===== config.mk =====
export PLATFORM = sky130hd
export DESIGN_NAME = sbus_datapath
export DESIGN_NICKNAME = d
export VERILOG_FILES = /design/src/rtl/sbus_pkg.sv /design/src/rtl/sbus_alu.sv /design/src/rtl/sbus_bus.sv /design/src/rtl/sbus_reqflag.sv /design/src/rtl/sbus_datapath.sv
export SDC_FILE = /design/constraint.sdc
export NUM_CORES = 1
export LEC_CHECK = 0
export BUFFER_PORTS_ARGS = -buffer_cell sky130_fd_sc_hd__buf_2
export CAP_MARGIN = 10
export CORE_ASPECT_RATIO = 2
export CORE_UTILIZATION = 40
export CTS_BUF_LIST = sky130_fd_sc_hd__clkbuf_16
export DETAILED_ROUTE_END_ITERATION = 7
export GPL_TIMING_DRIVEN = 0
export SLEW_MARGIN = 20
export SYNTH_ARGS = -nofsm -noshare
export SYNTH_HDL_FRONTEND = slang
export SYNTH_SLANG_ARGS = --single-unit

===== constraint.sdc =====
create_clock -name clk -period 11.7 [get_ports clk]
set_input_delay 0.585 -clock clk [delete_from_list [all_inputs] [get_ports clk]]
set_output_delay 0.585 -clock clk [all_outputs]
set_load 0.1 [all_outputs]

===== src/rtl/sbus_pkg.sv =====
package sbus_pkg;

    typedef enum logic [1:0] {
        OP_ADD = 2'd0,
        OP_SUB = 2'd1,
        OP_XOR = 2'd2,
        OP_AND = 2'd3
    } alu_op_e;

    // sources on the bus beyond the general registers: PC, IR, MDR, Z
    localparam int unsigned EXTRA_SRC = 4;

endpackage


===== src/rtl/sbus_alu.sv =====
module sbus_alu
    import sbus_pkg::*;
#(
    parameter int unsigned W = 32
) (
    input  alu_op_e        op,
    input  logic [W-1:0]   opa,
    input  logic [W-1:0]   opb,
    input  logic           cin,
    output logic [W-1:0]   res
);
    logic [W-1:0] cin_ext;
    assign cin_ext = {{(W-1){1'b0}}, cin};

    always_comb begin
        unique case (op)
            OP_ADD:  res = opa + opb + cin_ext;
            OP_SUB:  res = opa + ~opb + cin_ext;
            OP_XOR:  res = opa ^ opb;
            default: res = opa & opb;
        endcase
    end
endmodule


===== src/rtl/sbus_bus.sv =====
module sbus_bus #(
    parameter int unsigned W    = 32,
    parameter int unsigned NSRC = 12
) (
    input  logic [NSRC-1:0][W-1:0] src,
    input  logic [NSRC-1:0]        en,
    output logic [W-1:0]           bus,
    output logic                   conflict
);
    localparam int unsigned CW = $clog2(NSRC + 1);

    logic [NSRC-1:0][W-1:0] gated;

    for (genvar g = 0; g < NSRC; g++) begin : g_gate
        assign gated[g] = src[g] & {W{en[g]}};
    end

    always_comb begin
        bus = '0;
        for (int i = 0; i < NSRC; i++) begin
            bus = bus | gated[i];
        end
    end

    logic [CW-1:0] drivers;
    always_comb begin
        drivers = '0;
        for (int i = 0; i < NSRC; i++) begin
            drivers = drivers + CW'(en[i]);
        end
        conflict = (drivers > CW'(1));
    end
endmodule


===== src/rtl/sbus_reqflag.sv =====
module sbus_reqflag (
    input  logic clk,
    input  logic rst,
    input  logic start,
    input  logic done,
    output logic busy
);
    typedef struct packed {
        logic busy;
    } flag_t;

    flag_t fl_d, fl_q;

    always_comb begin
        fl_d = fl_q;
        if (start) begin
            fl_d.busy = 1'b1;
        end else if (done) begin
            fl_d.busy = 1'b0;
        end
    end

    always_ff @(posedge clk) begin
        if (rst) fl_q <= '0;
        else     fl_q <= fl_d;
    end

    assign busy = fl_q.busy;
endmodule


===== src/rtl/sbus_datapath.sv =====
module sbus_datapath
    import sbus_pkg::*;
#(
    parameter int unsigned W    = 32,
    parameter int unsigned NREG = 8,
    parameter logic [W-1:0] STEP = 32'd4
) (
    input  logic            clk,
    input  logic            rst,
    input  logic [NREG-1:0] gpr_in,
    input  logic [NREG-1:0] gpr_out,
    input  logic            pc_in,
    input  logic            pc_out,
    input  logic            ir_in,
    input  logic            ir_out,
    input  logic            mar_in,
    input  logic            mdr_in_bus,
    input  logic            mdr_out_bus,
    input  logic            mdr_in_mem,
    input  logic            mdr_out_mem,
    input  logic            y_in,
    input  logic            z_in,
    input  logic            z_out,
    input  logic            sel_four,
    input  logic [1:0]      alu_op,
    input  logic            carry_in,
    input  logic            rd_req,
    input  logic            wr_req,
    output logic [W-1:0]    mem_addr,
    output logic            mem_rd,
    output logic            mem_wr,
    output logic [W-1:0]    mem_wdata,
    input  logic [W-1:0]    mem_rdata,
    input  logic            mem_mfc,
    output logic [W-1:0]    bus_value,
    output logic            bus_conflict
);
    localparam int unsigned NSRC    = NREG + EXTRA_SRC;
    localparam int unsigned SRC_PC  = NREG;
    localparam int unsigned SRC_IR  = NREG + 1;
    localparam int unsigned SRC_MDR = NREG + 2;
    localparam int unsigned SRC_Z   = NREG + 3;

    typedef struct packed {
        logic [NREG-1:0][W-1:0] gpr;
        logic [W-1:0]           pc;
        logic [W-1:0]           ir;
        logic [W-1:0]           mar;
        logic [W-1:0]           mdr;
        logic [W-1:0]           y;
        logic [W-1:0]           z;
    } state_t;

    state_t st_d, st_q;

    // bus sources and drive enables
    logic [NSRC-1:0][W-1:0] drv_src;
    logic [NSRC-1:0]        drv_en;
    logic [W-1:0]           bus;

    for (genvar g = 0; g < NREG; g++) begin : g_src
        assign drv_src[g] = st_q.gpr[g];
        assign drv_en[g]  = gpr_out[g];
    end
    assign drv_src[SRC_PC]  = st_q.pc;
    assign drv_src[SRC_IR]  = st_q.ir;
    assign drv_src[SRC_MDR] = st_q.mdr;
    assign drv_src[SRC_Z]   = st_q.z;
    assign drv_en[SRC_PC]   = pc_out;
    assign drv_en[SRC_IR]   = ir_out;
    assign drv_en[SRC_MDR]  = mdr_out_bus;
    assign drv_en[SRC_Z]    = z_out;

    sbus_bus #(.W(W), .NSRC(NSRC)) u_bus (
        .src      (drv_src),
        .en       (drv_en),
        .bus      (bus),
        .conflict (bus_conflict)
    );

    // ALU with operand selector
    logic [W-1:0] alu_a;
    logic [W-1:0] alu_res;
    assign alu_a = sel_four ? STEP : st_q.y;

    sbus_alu #(.W(W)) u_alu (
        .op  (alu_op_e'(alu_op)),
        .opa (alu_a),
        .opb (bus),
        .cin (carry_in),
        .res (alu_res)
    );

    // memory request flags: index 0 read, index 1 write
    logic [1:0] req_start;
    logic [1:0] req_busy;
    assign req_start = {wr_req, rd_req};

    for (genvar r = 0; r < 2; r++) begin : g_req
        sbus_reqflag u_flag (
            .clk   (clk),
            .rst   (rst),
            .start (req_start[r]),
            .done  (mem_mfc),
            .busy  (req_busy[r])
        );
    end

    // next-state
    always_comb begin
        st_d = st_q;
        for (int i = 0; i < NREG; i++) begin
            if (gpr_in[i]) st_d.gpr[i] = bus;
        end
        if (pc_in)  st_d.pc  = bus;
        if (ir_in)  st_d.ir  = bus;
        if (mar_in) st_d.mar = bus;
        if (y_in)   st_d.y   = bus;
        if (z_in)   st_d.z   = alu_res;
        if (mdr_in_mem) begin
            st_d.mdr = mem_rdata;
        end else if (mdr_in_bus) begin
            st_d.mdr = bus;
        end
    end

    always_ff @(posedge clk) begin
        if (rst) st_q <= '0;
        else     st_q <= st_d;
    end

    logic [W-1:0] z_cur;
    assign z_cur     = st_q.z;
    assign mem_addr  = st_q.mar;
    assign mem_wdata = mdr_out_mem ? st_q.mdr : '0;
    assign mem_rd    = req_busy[0];
    assign mem_wr    = req_busy[1];
    assign bus_value = bus;
endmodule


* Yosys cells after proc, flatten, opt, wreduce, memory -nomap -nowiden *
Index checks and enable logic that the tools add are counted.
Widths: inputs -> output; s select.

operators by class
  equal/unequal tests = 2
  reduce and logical (&&, ||, !) cells = 4
  bitwise logic cells = 26
  $lt $le $gt $ge = 1
  $add $sub $neg = 15
  muxes and demuxes = 8

operators by type and width
  cell                count
  $and 32x32->32      13
  $or 32x32->32       11
  $mux 32             4
  $pmux 32 s3         1
  $add 32x1->32       2
  $add 32x32->32      2
  $add 4x1->4         10
  $not 32->32         1
  $xor 32x32->32      1
  $reduce_bool 2->1   3
  $gt 4x1->1 const B  1
  $mux 1              3
  $add 1x1->2         1
  $eq 2x1->1 const B  1
  $eq 2x2->1 const B  1
  $logic_not 2->1     1

storage, ports and cells
  flip-flop bits (word level) = 450
  input bits = 69
  output and inout bits = 99
  logic and storage cells = 72

* Logic depth before layout (Yosys ltp) *
  depth after elaboration = 16
  depth in mapped cells = 19

* Modules after synthesis *
From an unflattened synthesis, not the netlist that was laid out.

unflattened totals
  cells, all modules = 2614
  area, all modules = 24091.9 um2

modules (own cells, without submodules)
  module         seq. area each (um2)  area an instance (um2)  cells an instance  times used
  sbus_datapath  8968.6                16976.3                 1623               1
  sbus_alu       0.0                   4463.0                  684                1
  sbus_bus       0.0                   2575.0                  299                1
  sbus_reqflag   20.0                  38.8                    4                  2

* Worst setup path after synthesis *
OpenSTA, ideal clock, no wires.

  path kind = input -> register
  start point = in gpr_out[5]
  end point = reg st_q, in the netlist z_cur[28]
  buffers on the path = 3
  data arrival time = 5.159 ns
  path slack = 6.483 ns
  required time = 11.642 ns
  cell stages on the path = 19
  cell sequence = clkbuf_1 -> clkbuf_1 -> a22oi_1 -> nand4_1 -> nor2_1 -> clkbuf_1 -> inv_1 -> fa_1 -> fa_1 -> nand2b_1 -> a21oi_1 -> nor4_2 -> o31ai_2 -> a221oi_2 -> o31ai_2 -> o211ai_1 -> mux2i_1 -> a2111oi_2 -> o21a_1

between the ends
  cells in the longest elaborated chain, start to end = 12

ends and longest elaborated chain
  item                             line                  RTL
  start: declaration               sbus_datapath.sv:11   input logic [NREG-1:0] gpr_out,
  $and 32x32->32 (*)               sbus_bus.sv:15        assign gated[g] = src[g] & {W{en[g]}};
  $or 32x32->32 (*) (7 in series)  sbus_bus.sv:21        bus = bus | gated[i];
  via bus_value[0]                 sbus_datapath.sv:35   output logic [W-1:0] bus_value,
  $not 32->32                      sbus_alu.sv:18        OP_SUB: res = opa + ~opb + cin_ext;
  $add 32x32->32                   sbus_alu.sv:18
  $add 32x1->32                    sbus_alu.sv:18
  $pmux 32 s3 (*)                  sbus_alu.sv:16        unique case (op)
  end signal: assignment           sbus_datapath.sv:129  else st_q <= st_d;
  end: declaration                 sbus_datapath.sv:54   state_t st_d, st_q;

The timed path passes the listed nets; every way through them passes the cells marked *.
A chain may end at the register's enable or synchronous reset.

* Worst setup path in the final report *
  start point = in gpr_out[7]
  end point = reg st_q, in the netlist z_cur[28]

between the ends
  cells in the longest elaborated chain, start to end = 10

ends and longest elaborated chain
  item                             line
  $and 32x32->32 (*)               sbus_bus.sv:15
  $or 32x32->32 (*) (5 in series)  sbus_bus.sv:21
  $not 32->32                      sbus_alu.sv:18
  $add 32x32->32                   sbus_alu.sv:18
  $add 32x1->32                    sbus_alu.sv:18
  $pmux 32 s3 (*)                  sbus_alu.sv:16

Every way passes the cells marked *; elsewhere a longest branch is shown, timed or not.

==> results.md <==
- PostCTS Resize Cnt: 0
- Yosys top cell area share: 40.1%
- Setup Skew: 0.0245 ns
- Mapped Area: 22500 sq um
- Least-Margin Pin Slew: 1.25 ns
- Hold depth: 3
- RSZ-0062 raised after global routing: no
- Final std cells w/o fill: 3719
- DRC Markers: 0
- Routed Antenna Nets: 0
- Slew Viols, Final: 0
- #FFs+latches synth: 450
- Syn Nets: 2906
- Final wirelength: 103000 microns
- Reg-to-Reg Start: z_cur[0]$_SDFFE_PP0P_
- Clk slew on worst S/H paths: 0.07 ns
- DR iter-0 viols: 1904
- Post-synthesis instance total: 2759
- Number of primary I/O pins: 168
- H-tree depth: 2
- Die Span Y: 337 microns
- Synth-to-layout area growth: 13.4%
- Max_slew headroom: 16.8%
- Total setup buffers inserted after CTS: 0
- Area contributors post-synth: dfxtp_1 40%, a211oi_1 14%, nor2_1 9.8%, a22oi_1 6.5%, clkbuf_1 4.3%
- TritonCTS Buffers: 41
- Post-synthesis sequential area ratio: 40.1%
- PD cells: 182 nW/um^2
- Core area: 55400 sq um
- Worst reg-to-reg setup slack: 5.67 ns
- Fillers: 5643
- Post-CTS Hold Buffers: 0
- Synth warn: 0
- Hold Slack: 0.227 ns
- Die Width: 170 microns
- HP Class: in -> reg
- Period utilization: 57.1%
- Most common cell in the netlist: nor2_1
- Peak VDD IR: 88.7 uV
- Avg WL per Cell: 27.7 microns
- CP required: 12.22 ns
- Setup crit end kind: flop
- Crit-path max FO: 11
- Result of the run: finished clean
- Initial Util: 40.6%
- Commonest register cell after synthesis: dfxtp_1
- Worst R2R Path Depth: 17
- Multi-input logic area: 11800 sq um
- Vias in the first global route: 22200
- Unique cell type count in the Yosys netlist: 71
- Vias: 22600
- Asr flop ratio synth: 0%
- Max-Cap Viols: 0
- Placement Setup Slack: 4.68 ns
- Cell taking the most area after synthesis: dfxtp_1
- Hold path start: wr_req
- Commonest cells in the netlist: 584 x nor2_1, 450 x dfxtp_1, 429 x a211oi_1, 260 x clkbuf_1, 194 x a22oi_1
- Number of synthesized flops with an enable pin: 0
- Register area: 9010 sq um
- PortBufs: 141
- Critical Path AT: 7.20 ns
- Root Buffer: clkbuf_16
- Fmax: 150 MHz
- Setup TNS: 0 ns
- Vias/cell: 6.08
- Dpl hpwl: 81500 microns
- Placed cell count: 3644
- Largest net degree at the start of global routing: 17
- Crit Path Class: in -> reg
- Total global routing overflow: 0
- Finish-stage setup viols: 0
- First-pass GRT wire length: 149000 microns
- GPL Wtd Cong: 1.02
- # rows: 122
- Clock Latency Late Sink: 0.58 ns
- Critical path launch point type: input pin
- Initial antenna violation count: 4
- Hold EP: g_req[1].u_flag.busy$_SDFFE_PP0P_
- Initial DRT Pass Iterations: 7
- All-layer global routing usage: 35.7%
- Leakage: 0.00988 uW
- Die area: 57200 sq um
- Layout cells sized above 1: 8.71%
- Clock Path Buffers: 3
- Worst R2R End: z_cur[28]$_SDFFE_PP0P_
- Final min period: 6.68 ns
- Nets: 3090
- Syn Area/Cell: 8.15 sq um
- TritonCTS clock tree: built
- Final Hold Fails: 0
- Clock Sinks: 450
- Final setup margin: 5.02 ns
worst max path at each step:
stage / from / to / cells past startpoint
2_1_floorplan: gpr_out[5] / z_cur[28]$_SDFFE_PP0P_ / 19
3_3_place_gp: gpr_out[3] / z_cur[28]$_SDFFE_PP0P_ / 19
3_5_place_dp: gpr_out[7] / z_cur[28]$_SDFFE_PP0P_ / 19
4_1_cts: gpr_out[7] / z_cur[28]$_SDFFE_PP0P_ / 19
5_1_grt: gpr_out[7] / z_cur[28]$_SDFFE_PP0P_ / 19
6_report: gpr_out[7] / z_cur[28]$_SDFFE_PP0P_ / 19
power breakdown:
part           leakage [uW]  internal (uW)  switching, uW  total, uW
logic               0.00543            375           1020       1400
clock network      0.000688            816            632       1450
registers           0.00376           1690            101       1790
registers in the layout, indices dropped and copies added, names as in the netlist:
signal             flops
drv_src              352
g_req.u_flag.busy      2
mem_addr              32
st_q                  32
z_cur                 32
per-stage QoR:
stage	cell area [sq um]	total power, uW	util, %
floorplan	22500	2760	-
global placement	24100	3170	43.5
detailed placement	24100	3180	43.5
CTS	25500	4610	46.0
global route	25500	4800	46.0
finish	25500	4630	46.0
metal layers:
metal	up-vias	GRT usage (%)	share of wire (%)
li1	10300	-	-
met1	10800	38.5	36
met2	1151	63.3	49
met3	371	3.97	6.0
met4	2	27.8	8.8
met5	-	0	0.016
critical path, cell delays in order:
cell and delay [ns]:
clkbuf_1 0.24, clkbuf_1 0.56, a22oi_1 0.35, nand4_1 0.15, nor2_1 0.53, clkbuf_1 0.59
inv_1 0.23, fa_1 0.52, fa_1 0.44, nand2b_1 0.28, a21oi_1 0.45, nor4_2 0.14
o31ai_2 0.59, a221oi_2 0.26, o31ai_2 0.50, o211ai_1 0.21, mux2i_1 0.17, a2111oi_2 0.24
o21a_1 0.14
cells in the final DEF (no fill, tap or decap), drive strengths merged, types with 7 or more instances in the layout:
master	n
a221oi	7
dfxtp	450
xnor2	21
a211oi	430
nand4	40
a31oi	11
nand2	87
nor2b	39
mux2i	13
nor3	25
nand2b	26
ha	67
bufinv	8
o21ai	46
o211ai	13
inv	90
a21oi	121
o221ai	11
o31ai	7
a22oi	194
a21o	16
clkinv	13
nor2	584
nor4	10
nand3	11
fa	11
buf	196
and2	34
clkbuf	301
o21bai	12
area by class of cell:
class	count	share of cell area [%]
diodes	3	0.0294
multi-input cells	1911	46.4
inverters	83	1.22
repair buffers	141	2.77
clock inverters	31	1.37
flip-flops and latches	450	35.3
well taps	744	3.65
plain buffers	315	5.20
clock buffers	41	4.02
kinds of logic after synthesis:
| group | Yosys count | share of synthesized area [%] |
|---|---|---|
| AO/OA/AOI/OAI | 917 | 29.3 |
| AND/OR/NAND/NOR | 873 | 16.7 |
| flip-flops | 450 | 40.1 |
| buffers and inverters | 398 | 7.27 |
| adder cells (fa/ha/maj) | 78 | 4.71 |
| XOR/XNOR | 26 | 1.01 |
| multiplexers | 17 | 0.879 |
(Power assumes the default switching activity.)
